## src/rtl/cfg_hdr_pkg.sv

```systemverilog
package cfg_hdr_pkg;
  localparam int HDR_BYTES = 64;
  localparam int HDR_BITS  = HDR_BYTES * 8;
  localparam int OFF_W     = $clog2(HDR_BYTES);
  localparam int NUM_BARS  = 6;

  localparam logic [OFF_W-1:0] OFF_CMD     = 6'h04;
  localparam logic [OFF_W-1:0] OFF_STATUS  = 6'h06;
  localparam logic [OFF_W-1:0] OFF_CLS     = 6'h0C;
  localparam logic [OFF_W-1:0] OFF_BAR0    = 6'h10;
  localparam logic [OFF_W-1:0] OFF_BARLAST = 6'h24;
  localparam logic [OFF_W-1:0] OFF_ROM     = 6'h30;
  localparam logic [OFF_W-1:0] OFF_INTLINE = 6'h3C;

  typedef enum logic [1:0] {
    WK_PLAIN = 2'd0,
    WK_CMD32 = 2'd1,
    WK_BAR   = 2'd2,
    WK_ROM   = 2'd3
  } wr_kind_e;
endpackage

```

## src/rtl/cfg_access_decode.sv

```systemverilog
module cfg_access_decode
  import cfg_hdr_pkg::*;
(
  input  logic             rd_i,
  input  logic             wr_i,
  input  logic [OFF_W-1:0] off_i,
  input  logic [2:0]       size_i,
  output logic             err_o,
  output logic             rd_ok_o,
  output logic             wr_go_o,
  output wr_kind_e         wr_kind_o,
  output logic [2:0]       bar_idx_o,
  output logic [2:0]       wr_bytes_o
);
  logic [OFF_W:0] end_pos;
  logic           size_ok, in_range, wr_legal, bar_hit;

  assign end_pos  = {1'b0, off_i} + {{(OFF_W-2){1'b0}}, size_i};
  assign size_ok  = (size_i == 3'd1) || (size_i == 3'd2) || (size_i == 3'd4);
  assign in_range = end_pos <= (OFF_W+1)'(HDR_BYTES);
  assign bar_hit  = (off_i >= OFF_BAR0) && (off_i <= OFF_BARLAST) && (off_i[1:0] == 2'b00);

  logic [OFF_W-1:0] bar_rel;
  assign bar_rel   = off_i - OFF_BAR0;
  assign bar_idx_o = bar_rel[4:2];

  always_comb begin
    wr_legal   = 1'b0;
    wr_kind_o  = WK_PLAIN;
    wr_bytes_o = size_i;
    unique case (size_i)
      3'd1: wr_legal = (off_i == OFF_INTLINE) || (off_i == OFF_CLS);
      3'd2: wr_legal = (off_i == OFF_CMD) || (off_i == OFF_STATUS) || (off_i == OFF_CLS);
      3'd4: begin
        if (bar_hit) begin
          wr_legal  = 1'b1;
          wr_kind_o = WK_BAR;
        end else if (off_i == OFF_ROM) begin
          wr_legal  = 1'b1;
          wr_kind_o = WK_ROM;
        end else if (off_i == OFF_CMD) begin
          wr_legal   = 1'b1;
          wr_kind_o  = WK_CMD32;
          wr_bytes_o = 3'd2;  // only the command half lands
        end
      end
      default: wr_legal = 1'b0;
    endcase
  end

  always_comb begin
    err_o   = 1'b0;
    rd_ok_o = 1'b0;
    wr_go_o = 1'b0;
    if (rd_i && wr_i) begin
      err_o = 1'b1;
    end else if (rd_i) begin
      rd_ok_o = size_ok && in_range;
      err_o   = !rd_ok_o;
    end else if (wr_i) begin
      wr_go_o = wr_legal && in_range;
      err_o   = !wr_go_o;
    end
  end
endmodule

```

## src/rtl/cfg_bar_merge.sv

```systemverilog
module cfg_bar_merge
  import cfg_hdr_pkg::*;
#(
  parameter logic [NUM_BARS*32-1:0] BAR_SIZES = '0
) (
  input  wr_kind_e    kind_i,
  input  logic [2:0]  bar_idx_i,
  input  logic [31:0] old_i,
  input  logic [31:0] wdata_i,
  output logic [31:0] new_o
);
  localparam logic [31:0] ALL_ONES  = 32'hFFFF_FFFF;
  localparam logic [31:0] ROM_PROBE = 32'hFFFF_FFFE;
  localparam logic [31:0] RO_IO     = 32'h0000_0003;
  localparam logic [31:0] RO_MEM    = 32'h0000_000F;

  logic [31:0] size_tbl [NUM_BARS];
  for (genvar g = 0; g < NUM_BARS; g++) begin : g_size
    assign size_tbl[g] = BAR_SIZES[g*32 +: 32];
  end

  logic [31:0] sel_size, ro_mask, size_mask;
  always_comb begin
    sel_size = '0;
    for (int b = 0; b < NUM_BARS; b++)
      if (bar_idx_i == 3'(b)) sel_size = size_tbl[b];
  end

  assign ro_mask   = old_i[0] ? RO_IO : RO_MEM;
  assign size_mask = ~(sel_size - 32'd1);

  always_comb begin
    unique case (kind_i)
      WK_BAR:
        if (wdata_i == ALL_ONES) new_o = (size_mask & ~ro_mask) | (old_i & ro_mask);
        else                     new_o = (wdata_i & ~ro_mask) | (old_i & ro_mask);
      WK_ROM:  new_o = (wdata_i == ROM_PROBE) ? ALL_ONES : wdata_i;
      default: new_o = wdata_i;
    endcase
  end
endmodule

```

## src/rtl/cfg_byte_array.sv

```systemverilog
module cfg_byte_array
  import cfg_hdr_pkg::*;
#(
  parameter int               DEPTH    = HDR_BYTES,
  parameter logic [DEPTH*8-1:0] INIT_IMG = '0
) (
  input  logic               clk_i,
  input  logic               rst_ni,
  input  logic [DEPTH-1:0]   we_i,
  input  logic [DEPTH*8-1:0] wd_i,
  output logic [DEPTH*8-1:0] img_o
);
  for (genvar g = 0; g < DEPTH; g++) begin : g_byte
    always_ff @(posedge clk_i or negedge rst_ni) begin
      if (!rst_ni)     img_o[g*8 +: 8] <= INIT_IMG[g*8 +: 8];
      else if (we_i[g]) img_o[g*8 +: 8] <= wd_i[g*8 +: 8];
    end
  end
endmodule

```

## src/rtl/cfg_hdr_regfile.sv

```systemverilog
module cfg_hdr_regfile
  import cfg_hdr_pkg::*;
#(
  parameter logic [15:0] VENDOR_ID   = 16'h0000,
  parameter logic [15:0] DEVICE_ID   = 16'h0000,
  parameter logic [15:0] CMD_INIT    = 16'h0000,
  parameter logic [15:0] STATUS_INIT = 16'h0000,
  parameter logic [7:0]  REV_ID      = 8'h00,
  parameter logic [7:0]  PROG_IF     = 8'h00,
  parameter logic [7:0]  SUB_CLASS   = 8'h00,
  parameter logic [7:0]  BASE_CLASS  = 8'h00,
  parameter logic [7:0]  CLS_INIT    = 8'h00,
  parameter logic [7:0]  LAT_INIT    = 8'h00,
  parameter logic [7:0]  HDR_TYPE    = 8'h00,
  parameter logic [7:0]  BIST_INIT   = 8'h00,
  parameter logic [NUM_BARS*32-1:0] BAR_INIT  = '0,
  parameter logic [NUM_BARS*32-1:0] BAR_SIZES = '0,
  parameter logic [31:0] CIS_PTR     = 32'h0,
  parameter logic [15:0] SUBSYS_VID  = 16'h0000,
  parameter logic [15:0] SUBSYS_ID   = 16'h0000,
  parameter logic [31:0] ROM_INIT    = 32'h0,
  parameter logic [7:0]  INT_LINE    = 8'h00,
  parameter logic [7:0]  INT_PIN     = 8'h00,
  parameter logic [7:0]  MIN_GNT     = 8'h00,
  parameter logic [7:0]  MAX_LAT     = 8'h00
) (
  input  logic             clk_i,
  input  logic             rst_ni,
  input  logic             req_rd_i,
  input  logic             req_wr_i,
  input  logic [OFF_W-1:0] req_off_i,
  input  logic [2:0]       req_size_i,
  input  logic [31:0]      req_wdata_i,
  output logic [31:0]      rsp_rdata_o,
  output logic             rsp_err_o
);
  function automatic logic [HDR_BITS-1:0] build_image();
    logic [HDR_BITS-1:0] m;
    m = '0;
    m[8*0  +: 16] = VENDOR_ID;
    m[8*2  +: 16] = DEVICE_ID;
    m[8*4  +: 16] = CMD_INIT;
    m[8*6  +: 16] = STATUS_INIT;
    m[8*8  +: 8]  = REV_ID;
    m[8*9  +: 8]  = PROG_IF;
    m[8*10 +: 8]  = SUB_CLASS;
    m[8*11 +: 8]  = BASE_CLASS;
    m[8*12 +: 8]  = CLS_INIT;
    m[8*13 +: 8]  = LAT_INIT;
    m[8*14 +: 8]  = HDR_TYPE;
    m[8*15 +: 8]  = BIST_INIT;
    for (int b = 0; b < NUM_BARS; b++) m[8*16 + 32*b +: 32] = BAR_INIT[32*b +: 32];
    m[8*40 +: 32] = CIS_PTR;
    m[8*44 +: 16] = SUBSYS_VID;
    m[8*46 +: 16] = SUBSYS_ID;
    m[8*48 +: 32] = ROM_INIT;
    m[8*60 +: 8]  = INT_LINE;
    m[8*61 +: 8]  = INT_PIN;
    m[8*62 +: 8]  = MIN_GNT;
    m[8*63 +: 8]  = MAX_LAT;
    return m;
  endfunction

  localparam logic [HDR_BITS-1:0] INIT_IMG = build_image();

  logic             rd_ok, wr_go;
  wr_kind_e         wr_kind;
  logic [2:0]       bar_idx, wr_bytes;
  logic [31:0]      window, new_word;
  logic [HDR_BYTES-1:0] byte_we;
  logic [HDR_BITS-1:0]  byte_wd, img;

  cfg_access_decode u_dec (
    .rd_i      (req_rd_i),
    .wr_i      (req_wr_i),
    .off_i     (req_off_i),
    .size_i    (req_size_i),
    .err_o     (rsp_err_o),
    .rd_ok_o   (rd_ok),
    .wr_go_o   (wr_go),
    .wr_kind_o (wr_kind),
    .bar_idx_o (bar_idx),
    .wr_bytes_o(wr_bytes)
  );

  // four-byte window starting at the offset, zero past the end
  always_comb begin
    for (int k = 0; k < 4; k++) begin
      logic [OFF_W:0] pos;
      pos = {1'b0, req_off_i} + (OFF_W+1)'(k);
      window[8*k +: 8] = (pos < (OFF_W+1)'(HDR_BYTES)) ? img[8*pos[OFF_W-1:0] +: 8] : 8'h00;
    end
  end

  cfg_bar_merge #(.BAR_SIZES(BAR_SIZES)) u_merge (
    .kind_i   (wr_kind),
    .bar_idx_i(bar_idx),
    .old_i    (window),
    .wdata_i  (req_wdata_i),
    .new_o    (new_word)
  );

  always_comb begin
    for (int i = 0; i < HDR_BYTES; i++) begin
      logic [OFF_W:0] rel;
      rel = (OFF_W+1)'(i) - {1'b0, req_off_i};
      byte_we[i]       = wr_go && (i >= int'(req_off_i)) && (rel < (OFF_W+1)'(wr_bytes));
      byte_wd[8*i +: 8] = new_word[8*rel[1:0] +: 8];
    end
  end

  cfg_byte_array #(.DEPTH(HDR_BYTES), .INIT_IMG(INIT_IMG)) u_arr (
    .clk_i (clk_i),
    .rst_ni(rst_ni),
    .we_i  (byte_we),
    .wd_i  (byte_wd),
    .img_o (img)
  );

  always_comb begin
    rsp_rdata_o = '0;
    if (rd_ok) begin
      unique case (req_size_i)
        3'd1:    rsp_rdata_o = {24'h0, window[7:0]};
        3'd2:    rsp_rdata_o = {16'h0, window[15:0]};
        default: rsp_rdata_o = window;
      endcase
    end
  end
endmodule


```

## config.mk

```make
export PLATFORM = sky130hd
export DESIGN_NAME = cfg_hdr_regfile
export DESIGN_NICKNAME = d
export VERILOG_FILES = /design/src/rtl/cfg_hdr_pkg.sv /design/src/rtl/cfg_access_decode.sv /design/src/rtl/cfg_bar_merge.sv /design/src/rtl/cfg_byte_array.sv /design/src/rtl/cfg_hdr_regfile.sv
export SDC_FILE = /design/constraint.sdc
export NUM_CORES = 2
export LEC_CHECK = 0
export BUFFER_PORTS_ARGS = -buffer_cell sky130_fd_sc_hd__buf_2
export CAP_MARGIN = 20
export CELL_PAD_IN_SITES_DETAIL_PLACEMENT = 0
export CELL_PAD_IN_SITES_GLOBAL_PLACEMENT = 2
export CORE_ASPECT_RATIO = 1.2
export CORE_UTILIZATION = 47
export CTS_BUF_LIST = sky130_fd_sc_hd__clkbuf_8
export DETAILED_ROUTE_END_ITERATION = 8
export PLACE_DENSITY = 0.82
export SYNTH_ARGS = -nofsm -noshare
export SYNTH_HDL_FRONTEND = slang
export SYNTH_SLANG_ARGS = --single-unit
```

## constraint.sdc

```tcl
create_clock -name clk_i -period 8.1 [get_ports clk_i]
set_input_delay 1.215 -clock clk_i [delete_from_list [all_inputs] [get_ports clk_i]]
set_output_delay 1.215 -clock clk_i [all_outputs]
set_load 0.005 [all_outputs]
```

-- Word level (Yosys, flattened, before mapping)
Cells that the tools add are included.
W data, S select, Z words.
- register bits: 512
- input bits: 45
- output and inout port bits: 33
- $add $sub $neg: 68
- magnitude comparators: 134
- eq/ne operators: 12
- shift-type cells: 68
- mux-type cells: 30
- bitwise operators: 4
- reduce and logical (&&, ||, !) cells: 140
- operators with widths (cell ; number):
    $shiftx A32 B6 Y8 ; 64
    $shiftx A512 B10 Y8 ; 4
    $lt A7 B3 Y1 ; 64
    $sub A6 B6 Y7 const A ; 32
    $ge A6 B6 Y1 const A ; 31
    $logic_and A1 B1 Y1 ; 132
    $pmux W32 S2 ; 2
    $sub A5 B6 Y7 const A ; 16
    $ge A5 B6 Y1 const A ; 16
    $mux W32 ; 3
    $and A32 B32 Y32 ; 2
    $eq A32 B32 Y1 const B ; 2
    $sub A4 B6 Y7 const A ; 8
    $ge A4 B6 Y1 const A ; 8
    $mux W8 ; 4
    $not A32 Y32 ; 1
    $or A32 B32 Y32 ; 1
    $sub A3 B6 Y7 const A ; 4
    $ge A3 B6 Y1 const A ; 4
    $lt A7 B7 Y1 const B ; 3
    $add A6 B2 Y7 const B ; 2
    $sub A1 B6 Y7 const A ; 2
    $sub A2 B6 Y7 const A ; 2
    $eq A6 B3 Y1 const B ; 2
    other kinds (22) ; 47

-- Depth between registers and ports, before layout
- word-level depth: 11
- mapped depth: 24

-- Hierarchy
From an unflattened synthesis, not the netlist that was laid out.
- cells, all modules: 3030
- area, all modules: 40883.0 µm²
- modules (own cells, without submodules) (module ; instances ; cells each ; area an instance (µm²) ; seq. area each (µm²)):
    cfg_hdr_regfile ; 1 ; 1835 ; 20885.0 ; 0.0
    cfg_byte_array ; 1 ; 1088 ; 19298.5 ; 12812.3
    cfg_access_decode ; 1 ; 54 ; 357.8 ; 0.0
    cfg_bar_merge ; 1 ; 53 ; 341.6 ; 0.0

-- Worst setup path before layout
No wires, ideal clock.
- kind: input-to-reg
- start: input req_off_i[1]
- end: register u_arr.img_o[20]
- library setup time: 0.125 ns
- arrival time: 6.563 ns
- required time: 7.975 ns
- slack: 1.413 ns
- stages on the path: 21
- path buffers: 11
- cells stage by stage: buf_4 > buf_4 > buf_4 > inv_1 > buf_2 > buf_2 > buf_2 > clkbuf_1 > ha_1 > buf_2 > clkbuf_1 > inv_1 > clkbuf_1 > ha_1 > a21o_1 > a21o_1 > or3b_1 > buf_2 > or4_1 > nor3_4 > mux2_2
- longest elaborated chain between the ends: 11
- RTL lines (what ; RTL line ; source):
    start: declaration ; cfg_hdr_regfile.sv:31 ; input logic [OFF_W-1:0] req_off_i,
    branches (longest 11 deep; another with $add A6 B1 Y7) ; - ;
    end signal: indexed assignment ; cfg_byte_array.sv:15 ; if (!rst_ni) img_o[g*8 +: 8] <= INIT_IMG[g*8 +: 8];
    end signal: indexed assignment ; cfg_byte_array.sv:16 ; else if (we_i[g]) img_o[g*8 +: 8] <= wd_i[g*8 +: 8];
    end: declaration ; cfg_byte_array.sv:11 ; output logic [DEPTH*8-1:0] img_o
Several ways; the timed one is not identified.
A chain may end at the register's enable or synchronous reset.

-- Worst setup path in the final report
- start: input req_off_i[0]
- end: output rsp_rdata_o[28]
- longest elaborated chain between the ends: 6
- RTL lines (what ; RTL line ; source):
    branches (longest 5 deep; another with $add A6 B2 Y7) ; - ;
    $mux W32 (*) ; cfg_hdr_regfile.sv:122 ; if (rd_ok) begin
    end: declaration ; cfg_hdr_regfile.sv:34 ; output logic [31:0] rsp_rdata_o,
Mark *: on every way between the ends.

==> summary.txt <==
Timing
  • Time the final worst path needs with I/O delays and setup: around 7000 ps
  • Final Hold Vio Count: 0
  • Unrepaired setup endpoints after global routing: no
  • Final setup slack of the worst path: 1300 ps
  • Final TNS setup: 0 ps
  • Period utilization: 83.95%
  • Worst hold margin: roughly 430 ps
  • Setup-violating endpoint count in the final report: 0
  • Headroom to the max-slew limit: around an eighth
  • Worst clock skew: 44.33 ps
  • Max Transition Viols Final: 0
  • Actual slew at the worst max-slew pin: approximately 1300 ps
  • Highest achievable clock rate: between 0.1 and 0.15 GHz

Worst setup path
  • Worst R2R Path Depth: 8
  • Worst-path cell with the longest stage delay: sky130_fd_sc_hd__mux2i_1
  • Reg-to-reg startpoint: u_arr.img_o[472]
  • Element type at the critical path end: output port
  • Kind of launch point of the worst setup path: primary input
  • Count of buffering cells on the critical path with inverters included: 4
  • Worst-path maximum fanout: 51
  • Critical Path Max Stage Delay: approximately 840 ps
  • Cell family with the largest share of critical-path delay: multiplexers
  • Slack of the worst reg-to-reg path: 4180 ps
  • Class of the most critical setup path: in2out
  • Data required time of the worst path: 6880 ps
  • Arrival time of data at the critical path endpoint: 5590 ps
  • Worst path cell trace: buf_8 > clkinv_2 > ha_4 > xnor2_2 > buf_4 > mux4_2 > mux4_2 > mux2i_1 > nand2_1 > and3_1 > buf_2
  • Cell mode on critical path: sky130_fd_sc_hd__mux4_2
  • Reg-to-reg endpoint: u_arr.img_o[347]

CTS
  • Worst-case clock buffer depth: 3
  • Clock tree from TritonCTS: done
  • Latest clock arrival within the worst-skew pair: around 790 ps
  • Number of buffers inserted during clock tree synthesis: 91
  • Clock edge transition at the registers on the reported setup and hold paths: 50 ps
  • Count of clock tree sinks: ~510
  • Clock Root Buffer: sky130_fd_sc_hd__clkbuf_8
  • H-tree levels: 3
  • Number of buffers added for setup after CTS: 0
  • Post-CTS resize count: 0
  • Number of buffers inserted by hold repair at cts: 0

Synthesis
  • Average size of a mapped cell: 12.94 µm²
  • Synthesized-area fraction occupied by xor and xnor cells: 0.6618%
  • Combinational family with the most area after synthesis: multiplexers
  • Mux share of post-synthesis cell area: 46.74%
  • Number of distinct library cells after synthesis: 97
  • Count of synthesis-stage warnings from yosys: 0
  • Area share of and/or/nand/nor cells after synthesis: 8.390%
  • Netlist Area Pre-Place: 0.04102 mm²
  • Compound-Gate Fraction of Synth Area: 7.350%
  • Commonest register cell after synthesis: sky130_fd_sc_hd__dfrtp_1
  • Share of synthesized cell area in full adder, half adder and majority cells: 1.360%
  • Number of synthesized register bits: 512
  • Number of flops mapped to enable cells by yosys: 0
  • Mapped Cells: between 3000 and 4000
  • Number of nets in the synthesized netlist: 3259
  • FFs w/ async S/R, synth: 100.0%
  • Sequential-to-total area share from yosys stat: between 30% and 40%

Die
  • Area of the die: 0.08848 mm²
  • Row Count: 118
  • Vertical die dimension: 325.6 µm
  • I/O pin total: 78
  • Area inside the core boundary: 0.08637 mm²
  • Starting density of the core: 47.50%
  • Die width: 271.7 µm

Final layout
  • Number of flip-flops under the largest register name: 512
  • Most frequent cells in the layout: sky130_fd_sc_hd__mux4_2 (592), sky130_fd_sc_hd__dfrtp_1 (512), sky130_fd_sc_hd__mux2_2 (397)
  • Commonest non-fill, non-tap cell in the layout: sky130_fd_sc_hd__mux4_2
  • Share of final-layout standard cells stronger than drive strength 1: 44.88%
  • NumNets Final: 3284
  • Top reg by flops: u_arr.img_o
  • Registers with the most flip-flops: u_arr.img_o: 512 flops
  • Filler instances: 7464
  • Area Overhead vs Synth: 9.516%

Pwr
  • Clock network fraction of total power: 40.5%
  • Combinational group share of total power: roughly 20%
  • Maximum resistive drop on vdd: between 100 and 150 µV
  • Post-layout total power: about 6.6 mW
  • Pwr per Cell Area: approximately 150 mW/mm²
  • Internal power component: 4.409 mW
  • Relative contribution of sequential cells to total power: 39.2%
  • LEAKAGE: 18.81 nW
  • Net switching power figure: 2.180 mW
  • Switching share of power: 33.09%

GRT
  • First-pass GRT wire length: between 200000 and 300000 µm
  • All-layer global routing usage: roughly two fifths
  • Total congestion overflow: 0
  • Number of antenna violations at the first check in global routing: 9
  • Number of global-route vias before repair: 32970
  • Largest net degree at the start of global routing: 143

Route
  • Length of the first detailed-routing pass in iterations: 6
  • Final antenna-violating net count: 0
  • Wire length on met2: 79460 µm
  • Total routed wire length on the met1 layer: 64810 µm
  • Post-DR wirelength/cell: between 40 and 50 µm
  • Initial drt markers: 4484
  • Vias post-DR: ~33000
  • Detailed-route vias per instance: 7.592
  • DRC violations left: 0
  • Final routed wirelength across all metal layers: roughly 180000 µm
  • Max Used Layer: met5
  • Detailed-routed wire length on met3: 21410 µm

Placed design
  • Placed wire-length estimate after detailed placement: 124700 µm
  • Minimum setup slack after placement: 1380 ps
  • Gp weighted congestion: ~1.0
  • Port-buffer cells: 77

Worst hold path
  • Worst Hold Class: in2async

Status
  • Status: finished, final reports clean

Job
  • Max-capacitance violation count: 0
how the worst max path moves through the flow:
stage / from / to / slack [ps] / cells past startpoint
after global routing: req_off_i[0] / rsp_rdata_o[12] / 1300 / 10
after detailed placement: req_off_i[0] / rsp_rdata_o[12] / 1380 / 10
final: req_off_i[0] / rsp_rdata_o[28] / 1300 / 11
after CTS: req_off_i[0] / rsp_rdata_o[12] / 1380 / 10
after floorplan: req_off_i[1] / u_arr.img_o[20] / 1410 / 21
after global placement: req_off_i[0] / rsp_rdata_o[12] / 1400 / 10
area by class of cell:
cell class                 count  area [µm²]  area share, %
clock inverter                47       364.1         0.8104
sequential                   512       12810          28.52
tap                         1140        1426          3.175
timing repair buffer         235        1803          4.013
multi-input combinational   2304       26730          59.50
clock buffer                 115        1583          3.523
antenna                        5       12.51        0.02785
inverter                      51       192.7         0.4289
power by group through the flow:
stage	Combinational [mW]	Sequential, mW	Clock, mW
floorplan	0.779	2.62	0
global placement	1.29	2.63	0
detailed placement	1.30	2.63	0
CTS	1.30	2.58	2.68
global route	1.37	2.58	2.80
finish	1.34	2.58	2.67
routing by layer:
metal,GRT usage [%],up-vias
met2,59.97,2539
met5,0,-
met4,31.13,4
met3,11.14,644
li1,-,12770
met1,52.86,17520
cells by family (layout without fill, tap and decap cells):
| family | count (synthesis) | count (layout) |
|---|---|---|
| compound gates | 445 | 445 |
| xor+xnor | 31 | 31 |
| fa+ha+maj | 44 | 44 |
| buf+inv | 354 | 448 |
| flops | 512 | 512 |
| mux | 1125 | 1125 |
| other cells | 0 | 5 |
| simple gates | 659 | 659 |
synth_stat cells, drive strengths merged, types with 43 or more instances:
cell | instances | area [µm²]
a211oi | 51 | 382.9
a21oi | 74 | 374.1
a31oi | 63 | 409.1
buf | 181 | 1099
clkbuf | 122 | 460.4
dfrtp | 512 | 12810
ha | 43 | 538.0
inv | 49 | 183.9
mux2 | 405 | 4561
mux2i | 128 | 1281
mux4 | 592 | 13330
nand2 | 237 | 894.6
nand3 | 47 | 235.2
nor2 | 155 | 589.3
o21ai | 111 | 563.0
stage by stage:
step / utilization (%) / instances / cell area (µm²)
final: 52.02 / 4409 / 44930
after global routing: 52.01 / 4406 / 44920
after CTS: 51.92 / 4399 / 44850
after detailed placement: 49.67 / 4237 / 42900
after global placement: 49.52 / 4231 / 42770
after floorplan: - / 3170 / 41020
No activity file was read; power rests on OpenSTA's default activity.
